## config.mk

```make
export PLATFORM = sky130hd
export DESIGN_NAME = rxf_framer
export DESIGN_NICKNAME = d
export VERILOG_FILES = /design/src/rtl/rxf_pkg.sv /design/src/rtl/rxf_packer.sv /design/src/rtl/rxf_buffer.sv /design/src/rtl/rxf_tally.sv /design/src/rtl/rxf_framer.sv
export SDC_FILE = /design/constraint.sdc
export NUM_CORES = 2
export LEC_CHECK = 0
export BUFFER_PORTS_ARGS = -buffer_cell sky130_fd_sc_hd__buf_4
export CORE_UTILIZATION = 45
export CTS_CLUSTER_DIAMETER = 150
export CTS_CLUSTER_SIZE = 28
export DETAILED_ROUTE_END_ITERATION = 10
export GPL_TIMING_DRIVEN = 1
export PLACE_DENSITY = 0.66
export SKIP_CTS_REPAIR_TIMING = 1
export SYNTH_ARGS = -nofsm -noshare
export SYNTH_HDL_FRONTEND = slang
export SYNTH_SLANG_ARGS = --single-unit
export TNS_END_PERCENT = 30
```

## constraint.sdc

```tcl
create_clock -name clk -period 11.1 [get_ports clk]
set_input_delay 0 -clock clk [delete_from_list [all_inputs] [get_ports clk]]
set_output_delay 0 -clock clk [all_outputs]
set_load 0.01 [all_outputs]
```

## src/rtl/rxf_pkg.sv

```systemverilog
package rxf_pkg;

    localparam logic [31:0] RXF_MARKER = 32'h0143_414D;

    typedef enum logic [1:0] {
        PK_IDLE,
        PK_RECV,
        PK_SKIP
    } pk_state_e;

    typedef enum logic [1:0] {
        RD_MARK,
        RD_DESC,
        RD_BODY
    } rd_state_e;

    // Write requests from the byte packer to the word store
    typedef struct packed {
        logic        start;
        logic        word_wr;
        logic [31:0] word;
        logic        frame_end;
        logic [31:0] desc;
    } pk_wr_t;

    function automatic logic [31:0] rxf_desc(
        input logic        crc_e,
        input logic        len_e,
        input logic        aln_e,
        input logic [15:0] nbytes
    );
        logic good;
        good = !(crc_e || len_e || aln_e);
        return {8'h00, good, aln_e, len_e, crc_e, 4'h0, nbytes};
    endfunction

    function automatic logic [14:0] rxf_words(input logic [15:0] nbytes);
        logic [16:0] sum;
        sum = {1'b0, nbytes} + 17'd3;
        return sum[16:2];
    endfunction

endpackage

```

## src/rtl/rxf_packer.sv

```systemverilog
module rxf_packer
    import rxf_pkg::*;
(
    input  logic       clk,
    input  logic       rst,
    input  logic       hold,
    input  logic       in_valid,
    input  logic [7:0] in_byte,
    input  logic       in_last,
    input  logic       in_crc_err,
    input  logic       in_len_err,
    input  logic       in_align_err,
    output pk_wr_t     wr
);

    pk_state_e   state;
    logic [31:0] acc;
    logic [1:0]  lane;
    logic [15:0] nbytes;

    logic        accept;
    logic        first;
    logic [1:0]  cur_lane;
    logic [31:0] cur_acc;
    logic [31:0] merged;
    logic [15:0] cur_len;

    always_comb begin
        accept   = in_valid && !hold && (state != PK_SKIP);
        first    = (state == PK_IDLE);
        cur_lane = first ? 2'd0 : lane;
        cur_acc  = first ? 32'h0 : acc;
        merged   = cur_acc | ({24'h0, in_byte} << {cur_lane, 3'b000});
        cur_len  = first ? 16'd1 : ((nbytes == 16'hFFFF) ? nbytes : nbytes + 16'd1);

        wr = '0;
        if (accept) begin
            wr.start = first;
            if (cur_lane == 2'd3 || in_last) begin
                wr.word_wr = 1'b1;
                wr.word    = merged;
            end
            if (in_last) begin
                wr.frame_end = 1'b1;
                wr.desc      = rxf_desc(in_crc_err, in_len_err, in_align_err, cur_len);
            end
        end
    end

    always_ff @(posedge clk) begin
        if (rst) begin
            state  <= PK_IDLE;
            acc    <= '0;
            lane   <= '0;
            nbytes <= '0;
        end else if (hold) begin
            acc  <= '0;
            lane <= '0;
            if (in_valid && in_last)
                state <= PK_IDLE;
            else if (state == PK_RECV || in_valid)
                state <= PK_SKIP;
        end else if (state == PK_SKIP) begin
            if (in_valid && in_last)
                state <= PK_IDLE;
        end else if (accept) begin
            if (in_last) begin
                state <= PK_IDLE;
                acc   <= '0;
                lane  <= '0;
            end else begin
                state  <= PK_RECV;
                nbytes <= cur_len;
                lane   <= cur_lane + 2'd1;
                acc    <= (cur_lane == 2'd3) ? 32'h0 : merged;
            end
        end
    end

    AST_SKIP_SILENT: assert property (@(posedge clk) disable iff (rst)
        (state == PK_SKIP) |-> !(wr.start || wr.word_wr || wr.frame_end)) else $error("skip");

endmodule

```

## src/rtl/rxf_buffer.sv

```systemverilog
module rxf_buffer
    import rxf_pkg::*;
#(
    parameter int DEPTH = 64,
    localparam int AW = $clog2(DEPTH),
    localparam int PW = AW + 1
)(
    input  logic        clk,
    input  logic        rst,
    input  logic        flush,
    input  pk_wr_t      wr,
    input  logic        pop,
    output logic [31:0] rd_data,
    output logic        pop_ok,
    output logic        commit,
    output logic [15:0] drop_count
);

    logic [31:0]   mem [DEPTH];
    logic [PW-1:0] rd_ptr;
    logic [PW-1:0] commit_ptr;
    logic [PW-1:0] tent_ptr;
    logic          dropping;

    logic [PW-1:0] used_c;
    logic          start_room;
    logic [PW-1:0] tent_eff;
    logic          drop_pre;
    logic          word_room;
    logic          word_go;
    logic          drop_eff;
    logic [PW-1:0] tent_next;
    logic          drop_go;
    logic          avail;

    always_comb begin
        used_c     = commit_ptr - rd_ptr;
        start_room = (used_c <= PW'(DEPTH - 2));
        tent_eff   = wr.start ? (commit_ptr + PW'(2)) : tent_ptr;
        drop_pre   = wr.start ? !start_room : dropping;
        word_room  = ((tent_eff - rd_ptr) < PW'(DEPTH));
        word_go    = wr.word_wr && !drop_pre && word_room;
        drop_eff   = drop_pre || (wr.word_wr && !word_room);
        tent_next  = word_go ? (tent_eff + PW'(1)) : tent_eff;
        commit     = wr.frame_end && !drop_eff;
        drop_go    = wr.frame_end && drop_eff;
        avail      = (rd_ptr != commit_ptr);
        pop_ok     = pop && avail && !flush;
        rd_data    = avail ? mem[rd_ptr[AW-1:0]] : 32'h0;
    end

    always_ff @(posedge clk) begin
        if (wr.start && start_room)
            mem[commit_ptr[AW-1:0]] <= RXF_MARKER;
        if (word_go)
            mem[tent_eff[AW-1:0]] <= wr.word;
        if (commit)
            mem[commit_ptr[AW-1:0] + AW'(1)] <= wr.desc;
    end

    always_ff @(posedge clk) begin
        if (rst || flush) begin
            rd_ptr     <= '0;
            commit_ptr <= '0;
            tent_ptr   <= '0;
            dropping   <= 1'b0;
        end else begin
            if (pop_ok)
                rd_ptr <= rd_ptr + PW'(1);
            tent_ptr <= tent_next;
            dropping <= wr.frame_end ? 1'b0 : drop_eff;
            if (commit)
                commit_ptr <= tent_next;
        end
    end

    always_ff @(posedge clk) begin
        if (rst)
            drop_count <= '0;
        else if (drop_go && drop_count != 16'hFFFF)
            drop_count <= drop_count + 16'd1;
    end

    AST_FLUSH_EMPTIES: assert property (@(posedge clk) disable iff (rst)
        flush |=> (rd_ptr == commit_ptr)) else $error("flush");
    AST_DROP_HOLDS_COMMIT: assert property (@(posedge clk) disable iff (rst)
        (drop_go && !flush) |=> $stable(commit_ptr)) else $error("drop");
    AST_READ_BEHIND_COMMIT: assert property (@(posedge clk) disable iff (rst)
        ((commit_ptr - rd_ptr) <= PW'(DEPTH))) else $error("order");

endmodule

```

## src/rtl/rxf_tally.sv

```systemverilog
module rxf_tally
    import rxf_pkg::*;
#(
    parameter int CNT_W = 6
)(
    input  logic             clk,
    input  logic             rst,
    input  logic             flush,
    input  logic             commit,
    input  logic             pop_ok,
    input  logic [31:0]      head_word,
    input  logic             count_clr,
    input  logic             irq_clr,
    output logic [CNT_W-1:0] frame_count,
    output logic             rx_irq
);

    localparam logic [CNT_W-1:0] CNT_MAX = {CNT_W{1'b1}};

    rd_state_e   state;
    logic [14:0] left;
    logic        frame_done;

    assign frame_done = pop_ok && (state == RD_BODY) && (left == 15'd1);

    always_ff @(posedge clk) begin
        if (rst || flush) begin
            state <= RD_MARK;
            left  <= '0;
        end else if (pop_ok) begin
            unique case (state)
                RD_MARK: state <= RD_DESC;
                RD_DESC: begin
                    left  <= rxf_words(head_word[15:0]);
                    state <= (rxf_words(head_word[15:0]) == 15'd0) ? RD_MARK : RD_BODY;
                end
                RD_BODY: begin
                    left <= left - 15'd1;
                    if (left == 15'd1)
                        state <= RD_MARK;
                end
                default: state <= RD_MARK;
            endcase
        end
    end

    always_ff @(posedge clk) begin
        if (rst || flush) begin
            frame_count <= '0;
        end else if (count_clr) begin
            frame_count <= commit ? CNT_W'(1) : '0;
        end else if (commit && !frame_done) begin
            if (frame_count != CNT_MAX)
                frame_count <= frame_count + CNT_W'(1);
        end else if (frame_done && !commit) begin
            if (frame_count != '0)
                frame_count <= frame_count - CNT_W'(1);
        end
    end

    always_ff @(posedge clk) begin
        if (rst)
            rx_irq <= 1'b0;
        else if (commit)
            rx_irq <= 1'b1;
        else if (irq_clr)
            rx_irq <= 1'b0;
    end

    AST_COUNT_STEP: assert property (@(posedge clk) disable iff (rst)
        (!count_clr && !flush) |=> ((frame_count == $past(frame_count)) ||
                                    (frame_count == $past(frame_count) + CNT_W'(1)) ||
                                    (frame_count == $past(frame_count) - CNT_W'(1)))) else $error("step");
    AST_IRQ_ON_COMMIT: assert property (@(posedge clk) disable iff (rst)
        commit |=> rx_irq) else $error("irq");

endmodule

```

## src/rtl/rxf_framer.sv

```systemverilog
module rxf_framer
    import rxf_pkg::*;
#(
    parameter int DEPTH        = 64,
    parameter int FLUSH_CYCLES = 4,
    localparam int CNT_W = $clog2(DEPTH),
    localparam int FW    = $clog2(FLUSH_CYCLES + 1)
)(
    input  logic             clk,
    input  logic             rst,
    input  logic             in_valid,
    input  logic [7:0]       in_byte,
    input  logic             in_last,
    input  logic             in_crc_err,
    input  logic             in_len_err,
    input  logic             in_align_err,
    input  logic             rd_pop,
    output logic [31:0]      rd_data,
    output logic [CNT_W-1:0] frame_count,
    input  logic             count_clr,
    input  logic             fifo_flush,
    output logic             flush_busy,
    output logic [15:0]      drop_count,
    output logic             rx_irq,
    input  logic             irq_clr
);

    logic          flush_do;
    logic [FW-1:0] flush_left;
    pk_wr_t        wr;
    logic          pop_ok;
    logic          commit;

    assign flush_do = fifo_flush && !flush_busy;

    always_ff @(posedge clk) begin
        if (rst) begin
            flush_busy <= 1'b0;
            flush_left <= '0;
        end else if (flush_do) begin
            flush_busy <= 1'b1;
            flush_left <= FW'(FLUSH_CYCLES - 1);
        end else if (flush_busy) begin
            if (flush_left == '0)
                flush_busy <= 1'b0;
            else
                flush_left <= flush_left - FW'(1);
        end
    end

    rxf_packer i_packer (
        .clk          (clk),
        .rst          (rst),
        .hold         (flush_do || flush_busy),
        .in_valid     (in_valid),
        .in_byte      (in_byte),
        .in_last      (in_last),
        .in_crc_err   (in_crc_err),
        .in_len_err   (in_len_err),
        .in_align_err (in_align_err),
        .wr           (wr)
    );

    rxf_buffer #(.DEPTH(DEPTH)) i_buffer (
        .clk        (clk),
        .rst        (rst),
        .flush      (flush_do),
        .wr         (wr),
        .pop        (rd_pop),
        .rd_data    (rd_data),
        .pop_ok     (pop_ok),
        .commit     (commit),
        .drop_count (drop_count)
    );

    rxf_tally #(.CNT_W(CNT_W)) i_tally (
        .clk         (clk),
        .rst         (rst),
        .flush       (flush_do),
        .commit      (commit),
        .pop_ok      (pop_ok),
        .head_word   (rd_data),
        .count_clr   (count_clr),
        .irq_clr     (irq_clr),
        .frame_count (frame_count),
        .rx_irq      (rx_irq)
    );

    AST_FLUSH_BUSY_RISE: assert property (@(posedge clk) disable iff (rst)
        flush_do |=> flush_busy) else $error("busy");
    AST_FLUSH_ZERO_COUNT: assert property (@(posedge clk) disable iff (rst)
        flush_do |=> (frame_count == '0)) else $error("fcount");

endmodule

```

# After elaboration in Yosys (flattened, before gate mapping)
# Memory sizes are Yosys's and may differ from the RTL's. A register that Yosys moved wholly into a read port is not among the register bits.
# Cells that the tools add are included.
[word_totals]
ff_bits = 118
latch_bits = 0
ramBits = 2048
rom_bits = 0
input_bits = 19
output_inout_bits = 56
word_cells = 158
n_memories = 1
[mem_list]
columns = ["memory", "depth", "width", "read_ports", "rd_clocked_by_memory_dff", "wr", "line", "text"]
rows = [
  ["i_buffer.mem", 64, 32, 1, 1, 3, "rxf_buffer.sv:19", "logic [31:0] mem [DEPTH];"],
]
[op_classes]
addsub = 14
mul = 0
div = 0
magnitude_cmp = 2
n_eq_ne = 16
shifts = 1
mux = 47
bitwise = 5
reduce_logical = 56
[ops]
columns = ["operator", "count"]
rows = [
  ["32-bit 2-to-1 mux", 4],
  ["67-bit 2-to-1 mux", 1],
  ["33-bit 2-to-1 mux", 2],
  ["6-bit 2-to-1 mux", 7],
  ["16-bit by 1-bit adder with 16-bit output, second input constant", 2],
  ["16-bit 2-to-1 mux", 2],
  ["32-bit bitwise OR", 1],
  ["8-bit by 5-bit left shift with 32-bit output", 1],
  ["15-bit case mux with 2 select lines", 1],
  ["2-bit 2-to-1 mux", 13],
  ["16-bit by 2-bit adder with 17-bit output, second input constant", 1],
  ["1-bit logical AND", 17],
  ["16-bit equality test, second input constant", 1],
  ["16-bit != test, second input constant", 1],
  ["15-bit by 1-bit equality test with 1-bit output, second input constant", 1],
  ["15-bit logical NOT", 1],
  ["15-bit by 1-bit subtractor with 15-bit output, second input constant", 1],
  ["7-bit by 1-bit adder with 7-bit output, second input constant", 2],
  ["1-bit 2-to-1 mux", 14],
  ["7-bit 2-to-1 mux", 2],
  ["7-bit subtractor", 2],
  ["6-bit by 1-bit adder with 6-bit output, second input constant", 2],
  ["1-bit logical NOT", 10],
  ["2-bit AND reduction", 5],
  ["24 further kinds", 47],
]

# Longest topological paths before layout
[logic_depth]
depth_word = 20
depth_mapped = 27
depth_no_buf = 21

# By module
# From an unflattened synthesis, not the netlist that was laid out.
[unflattened]
cells_unflattened = 8894
hier_area_um2 = 114992.8
[by_module_without_submodules]
columns = ["mod", "instances", "cells_per_inst", "area_per_inst_um2", "seq_area_each_um2"]
rows = [
  ["rxf_buffer", 1, 8215, 109635.1, 62379.8],
  ["rxf_packer", 1, 414, 3255.6, 1041.0],
  ["rxf_tally", 1, 244, 1893.1, 480.5],
  ["rxf_framer", 1, 21, 209.0, 80.1],
]

# Worst setup path before layout
# Ideal clock, no wire load.
[synth_timing]
path_kind = "register -> register"
start = "register flush_busy"
end = "register i_tally.frame_count[5]"
setup_ns = 0.123
arrival_time_ns = 5.042
t_required_ns = 10.977
path_slack_ns = 5.936
path_stages_with_launch = 28
path_buffers = 7
period_less_slack_ns = 5.164
path_cell_list = "dfxtp_1 > buf_2 > nor3b_2 > and2_1 > buf_2 > mux2i_1 > clkbuf_1 > inv_1 > ha_1 > o21a_1 > o21ai_0 > a21oi_1 > o21ai_1 > and3_1 > clkbuf_1 > buf_2 > buf_2 > clkbuf_1 > nand2_1 > ha_1 > a21o_1 > a21oi_1 > nor2b_1 > o21ai_0 > nand2b_1 > nor4_1 > a31oi_1 > mux2i_1"
[synth_between]
elab_chain_len = 19
word_cells_on_any_way = 31
classes_between = "add/sub (1); order compare (1); eq/ne (1); mux (5); reduce/logical (23)"
[synth_lines]
columns = ["item", "line", "text"]
rows = [
  ["start: declaration", "rxf_framer.sv:22", "output logic flush_busy,"],
  ["start signal: assignment", "rxf_framer.sv:38", "flush_busy <= 1'b0;"],
  ["start signal: assignment", "rxf_framer.sv:41", "flush_busy <= 1'b1;"],
  ["start signal: assignment", "rxf_framer.sv:45", "flush_busy <= 1'b0;"],
  ["1-bit logical NOT", "rxf_framer.sv:34", "assign flush_do = fifo_flush && !flush_busy;"],
  ["1-bit logical AND", "rxf_framer.sv:34", ""],
  ["1-bit logical OR", "rxf_framer.sv:54", ".hold (flush_do || flush_busy),"],
  ["1-bit logical NOT", "rxf_packer.sv:29", "accept = in_valid && !hold && (state != PK_SKIP);"],
  ["1-bit logical AND (2 in series)", "rxf_packer.sv:29", ""],
  ["67-bit 2-to-1 mux", "rxf_packer.sv:37", "if (accept) begin"],
  ["7-bit 2-to-1 mux", "rxf_buffer.sv:39", "tent_eff = wr.start ? (commit_ptr + PW'(2)) : tent_ptr;"],
  ["7-bit subtractor", "rxf_buffer.sv:41", "word_room = ((tent_eff - rd_ptr) < PW'(DEPTH));"],
  ["[... 2 more ...]", "--", ""],
  ["1-bit logical AND", "rxf_buffer.sv:43", "drop_eff = drop_pre || (wr.word_wr && !word_room);"],
  ["1-bit logical OR", "rxf_buffer.sv:43", ""],
  ["1-bit logical NOT", "rxf_buffer.sv:45", "commit = wr.frame_end && !drop_eff;"],
  ["1-bit logical AND", "rxf_buffer.sv:45", ""],
  ["1-bit logical NOT", "rxf_tally.sv:55", "end else if (frame_done && !commit) begin"],
  ["1-bit logical AND", "rxf_tally.sv:55", ""],
  ["3-bit nonzero test (no source line)", "--", ""],
  ["3-bit AND reduction (no source line)", "--", ""],
  ["end signal: assignment", "rxf_tally.sv:51", "frame_count <= commit ? CNT_W'(1) : '0;"],
  ["end signal: assignment", "rxf_tally.sv:54", "frame_count <= frame_count + CNT_W'(1);"],
  ["end signal: assignment", "rxf_tally.sv:57", "frame_count <= frame_count - CNT_W'(1);"],
  ["end: declaration", "rxf_tally.sv:14", "output logic [CNT_W-1:0] frame_count,"],
]
# Several ways; a longest one is shown, not always the timed one.
# A chain may end at the register's enable or synchronous reset.

==> out/qor.csv <==
metric;value;unit
outcome;finished with violations;
violations;capacitance limit, slew limit;
routedWlPerCell;34.3;microns
cts_made_buffers;87;
cp_top_family;simple AND/OR/NAND/NOR gates;
path_buf_inv;2;
antenna_left;0;
r2r-start;flush_busy$_SDFF_PP0_;
endpoint_kind;flip-flop;
cellInternalPower;10.2;mW
synth_cells;10300;
ys.flop_type;edfxtp_1;
fp.dieH;493;microns
post-place-ws;4300;ps
r2r_cells;14;
drt-total-wl;441000;microns
overflow;0;
report.final.slew_viol_count;2;
grt_pass1_vias;83300;
seqPwrFrac;63.8;%
layout.nets;9702;
drtIter0Drc;16400;
place.gp.congestion;1.02;
critPathKind;flip-flop to flip-flop;
power.switching;3.11;mW
pwr-share-comb;4.9;%
cts_tree;yes;
synth_edf_count;1280;
reg2reg_to;i_buffer.mem[26][7]$_DFFE_PP_;
layout_min_cycle_time;6960;ps
drc;0;
rsz0062_at_grt;false;
arrival;7380;ps
finalWorstSetupSlack;4140;ps
track_usage;35.3;%
required;11520;ps
setup_viol;0;
htree_levels;3;
critPathMaxFanout;33;
clock.fmax;0.144;GHz
avgSynthCellArea;10.5;sq um
num_vias;90800;
clk_pin_slew;120;ps
syn-num-nets;10400;
yosys_warnings;0;
cp_slowest_cell;or3_1;
p_sw_share;23.4;%
netlist_area;108000;sq um
yosysTopAreaCellShare;35.4;%
holdPathStages;3;
core;239000;sq um
holdPathEnd;i_tally.frame_count[2]$_SDFFE_PP0P_;
setup_tns;0;ps
clockBufferDepth;3;
cts-root-buf;clkbuf_16;
grt_max_degree;97;
min_period_over_period;62.7;%
first_pass_iters;7;
cts_num_sinks;2172;
worst_pin_slew;1530;ps
grt_pass1_wl;620000;microns
cp_cell_sequence;nor3b_2, buf_4, and2_1, mux2i_1, inv_1, ha_1, o21a_1, o21ai_0, a21oi_1, o21ai_1, and3_4, nand3_1, nor2_1, or3_1;
die_w;493;microns
placed_area;111000;sq um
drive_above_1_share;13.8;%
hpwl;285000;microns
port_buffers;74;
maxSlewHeadroom;-3.02;%
hold_start;count_clr;
max_cap_viol_count;1;
skew;48.3;ps
synth_cell_types;98;
yosysTopAreaCell;edfxtp_1;
start_util;45.4;%
clk_latency;830;ps
syn_to_final_growth;5.25;%
cp-start-kind;flip-flop;
ys_ff_latch;2172;
synthTopCellsByArea;edfxtp_1 35%, dfxtp_1 16%, mux4_2 11%;
async_reset_ff_share;0;%
utilization;47.8;%
vias_per_cell;7.05;
r2r_slack;4140;ps
hold_violations;0;
pin_count;75;
p_leak;37.0;nW
ir_worst_vdd;145;uV
rows;179;
holdCritPathClass;input port to flip-flop;
clkPwrFrac;31.3;%
pwr_density_cell;117;nW/um^2
dieArea;243000;sq um
antenna_found_initial;31;
seq_area_frac_synth;51.9;%
max_stage_delay;1070;ps
postLayoutCellArea;114000;sq um
worst register-to-register path: stages (launching register included):
cell	delay (ps)
dfxtp_1	420
nor3b_2	240
buf_4	200
and2_1	570
mux2i_1	640
inv_1	300
ha_1	350
o21a_1	100
o21ai_0	220
a21oi_1	140
o21ai_1	280
and3_4	680
nand3_1	440
nor2_1	900
or3_1	1070
state kept, by name (all words and copies together), names as in the netlist, 2 cells and up, named ones only:
register / flops
i_packer.state: 2
i_packer.acc: 32
i_packer.lane: 2
i_buffer.drop_count: 16
flush_left: 3
i_tally.state: 2
i_tally.frame_count: 6
i_buffer.mem: 2048
i_tally.left: 15
i_buffer.tent_ptr: 7
i_packer.nbytes: 16
i_buffer.rd_ptr: 7
i_buffer.commit_ptr: 7
worst max-delay path by stage:
stage	end	slack, ps	cells past startpoint	start
3_3_place_gp	i_buffer.mem[26][4]$_DFFE_PP_	4310	14	flush_busy$_SDFF_PP0_
3_5_place_dp	i_buffer.mem[26][1]$_DFFE_PP_	4300	14	flush_busy$_SDFF_PP0_
4_1_cts	i_buffer.mem[24][3]$_DFFE_PP_	4270	14	flush_busy$_SDFF_PP0_
6_report	i_buffer.mem[26][7]$_DFFE_PP_	4140	14	flush_busy$_SDFF_PP0_
2_1_floorplan	i_tally.frame_count[5]$_SDFFE_PP0P_	5940	27	flush_busy$_SDFF_PP0_
5_1_grt	i_buffer.mem[26][0]$_DFFE_PP_	3820	14	flush_busy$_SDFF_PP0_
layer usage:
metal	GRT usage [%]	routed length, microns	vias up
met2	50.7	186000	7484
li1	-	-	37400
met3	10.4	65500	1451
met5	0.0391	285	-
met1	45.7	153000	44400
met4	24.9	36400	30
placed cells by master, fill, tap and decap left out, types with 20 or more instances in the layout:
cell type,instances
mux4_2,527
nand2b_1,28
nor3b_1,159
a21oi_1,679
dlygate4sd3_1,21
and3_1,20
nand3_1,1189
buf_4,409
mux2i_1,110
o22ai_1,110
mux2_2,26
o21ai_0,785
nor2_2,32
clkbuf_1,30
nand4_1,39
or3b_2,54
nor2_4,45
a22oi_1,90
a211oi_1,226
nand2_1,639
nor2b_1,21
inv_1,38
and2_1,39
ha_1,32
or3_1,50
nor3_1,258
dfxtp_1,886
clkbuf_16,91
edfxtp_1,1280
xnor2_1,33
nor2_1,882
o211ai_1,62
mux4_1,35
a31oi_1,456
cell families after synthesis:
logic type      after synthesis  synth area share (%)
mux                         699                  13.1
buf+inv                    1238                  4.87
fa+ha+maj                    34                 0.406
simple gates               3602                  15.8
compound gates             2517                  13.5
flops                      2172                  51.9
xor+xnor                     53                 0.435
synth_stat cells (110+ instances only):
cell type and n:
nor2_1 957, clkbuf_1 917, a211oi_1 227, o22ai_1 111, a21oi_1 681, nand2_1 652, edfxtp_1 1280, dfxtp_1 892
nor3_1 270, buf_2 137, mux2i_1 110, nor3b_1 159, mux4_2 527, nand3_1 1203, a31oi_1 456, o21ai_0 785
stage by stage:
stage | instances | power, mW | hold slack [ps]
floorplan | 10300 | 9.04 | 95.6
global placement | 12700 | 9.28 | 223
detailed placement | 12700 | 9.29 | 247
CTS | 12800 | 13.2 | -608
global route | 12900 | 13.5 | 29.9
finish | 12900 | 13.3 | 27.3
power by group through the flow:
stage	Clock, mW	Combinational [mW]	Sequential (mW)
CTS	4.13	0.621	8.49
global placement	0	0.615	8.67
detailed placement	0	0.619	8.67
finish	4.17	0.651	8.49
floorplan	0	0.375	8.66
global route	4.39	0.660	8.49
final cells by class:
| class | count | area [sq um] |
|---|---|---|
| repair buffers | 438 | 3440 |
| clock inverters | 5 | 46.3 |
| multi-input cells | 6905 | 47800 |
| well taps | 3167 | 3960 |
| diodes | 16 | 40.0 |
| inverters | 45 | 173 |
| fillers | 21400 | 125000 |
| clock buffers | 121 | 2390 |
| flip-flops and latches | 2172 | 56300 |
Power figures use the tool's default switching activity.
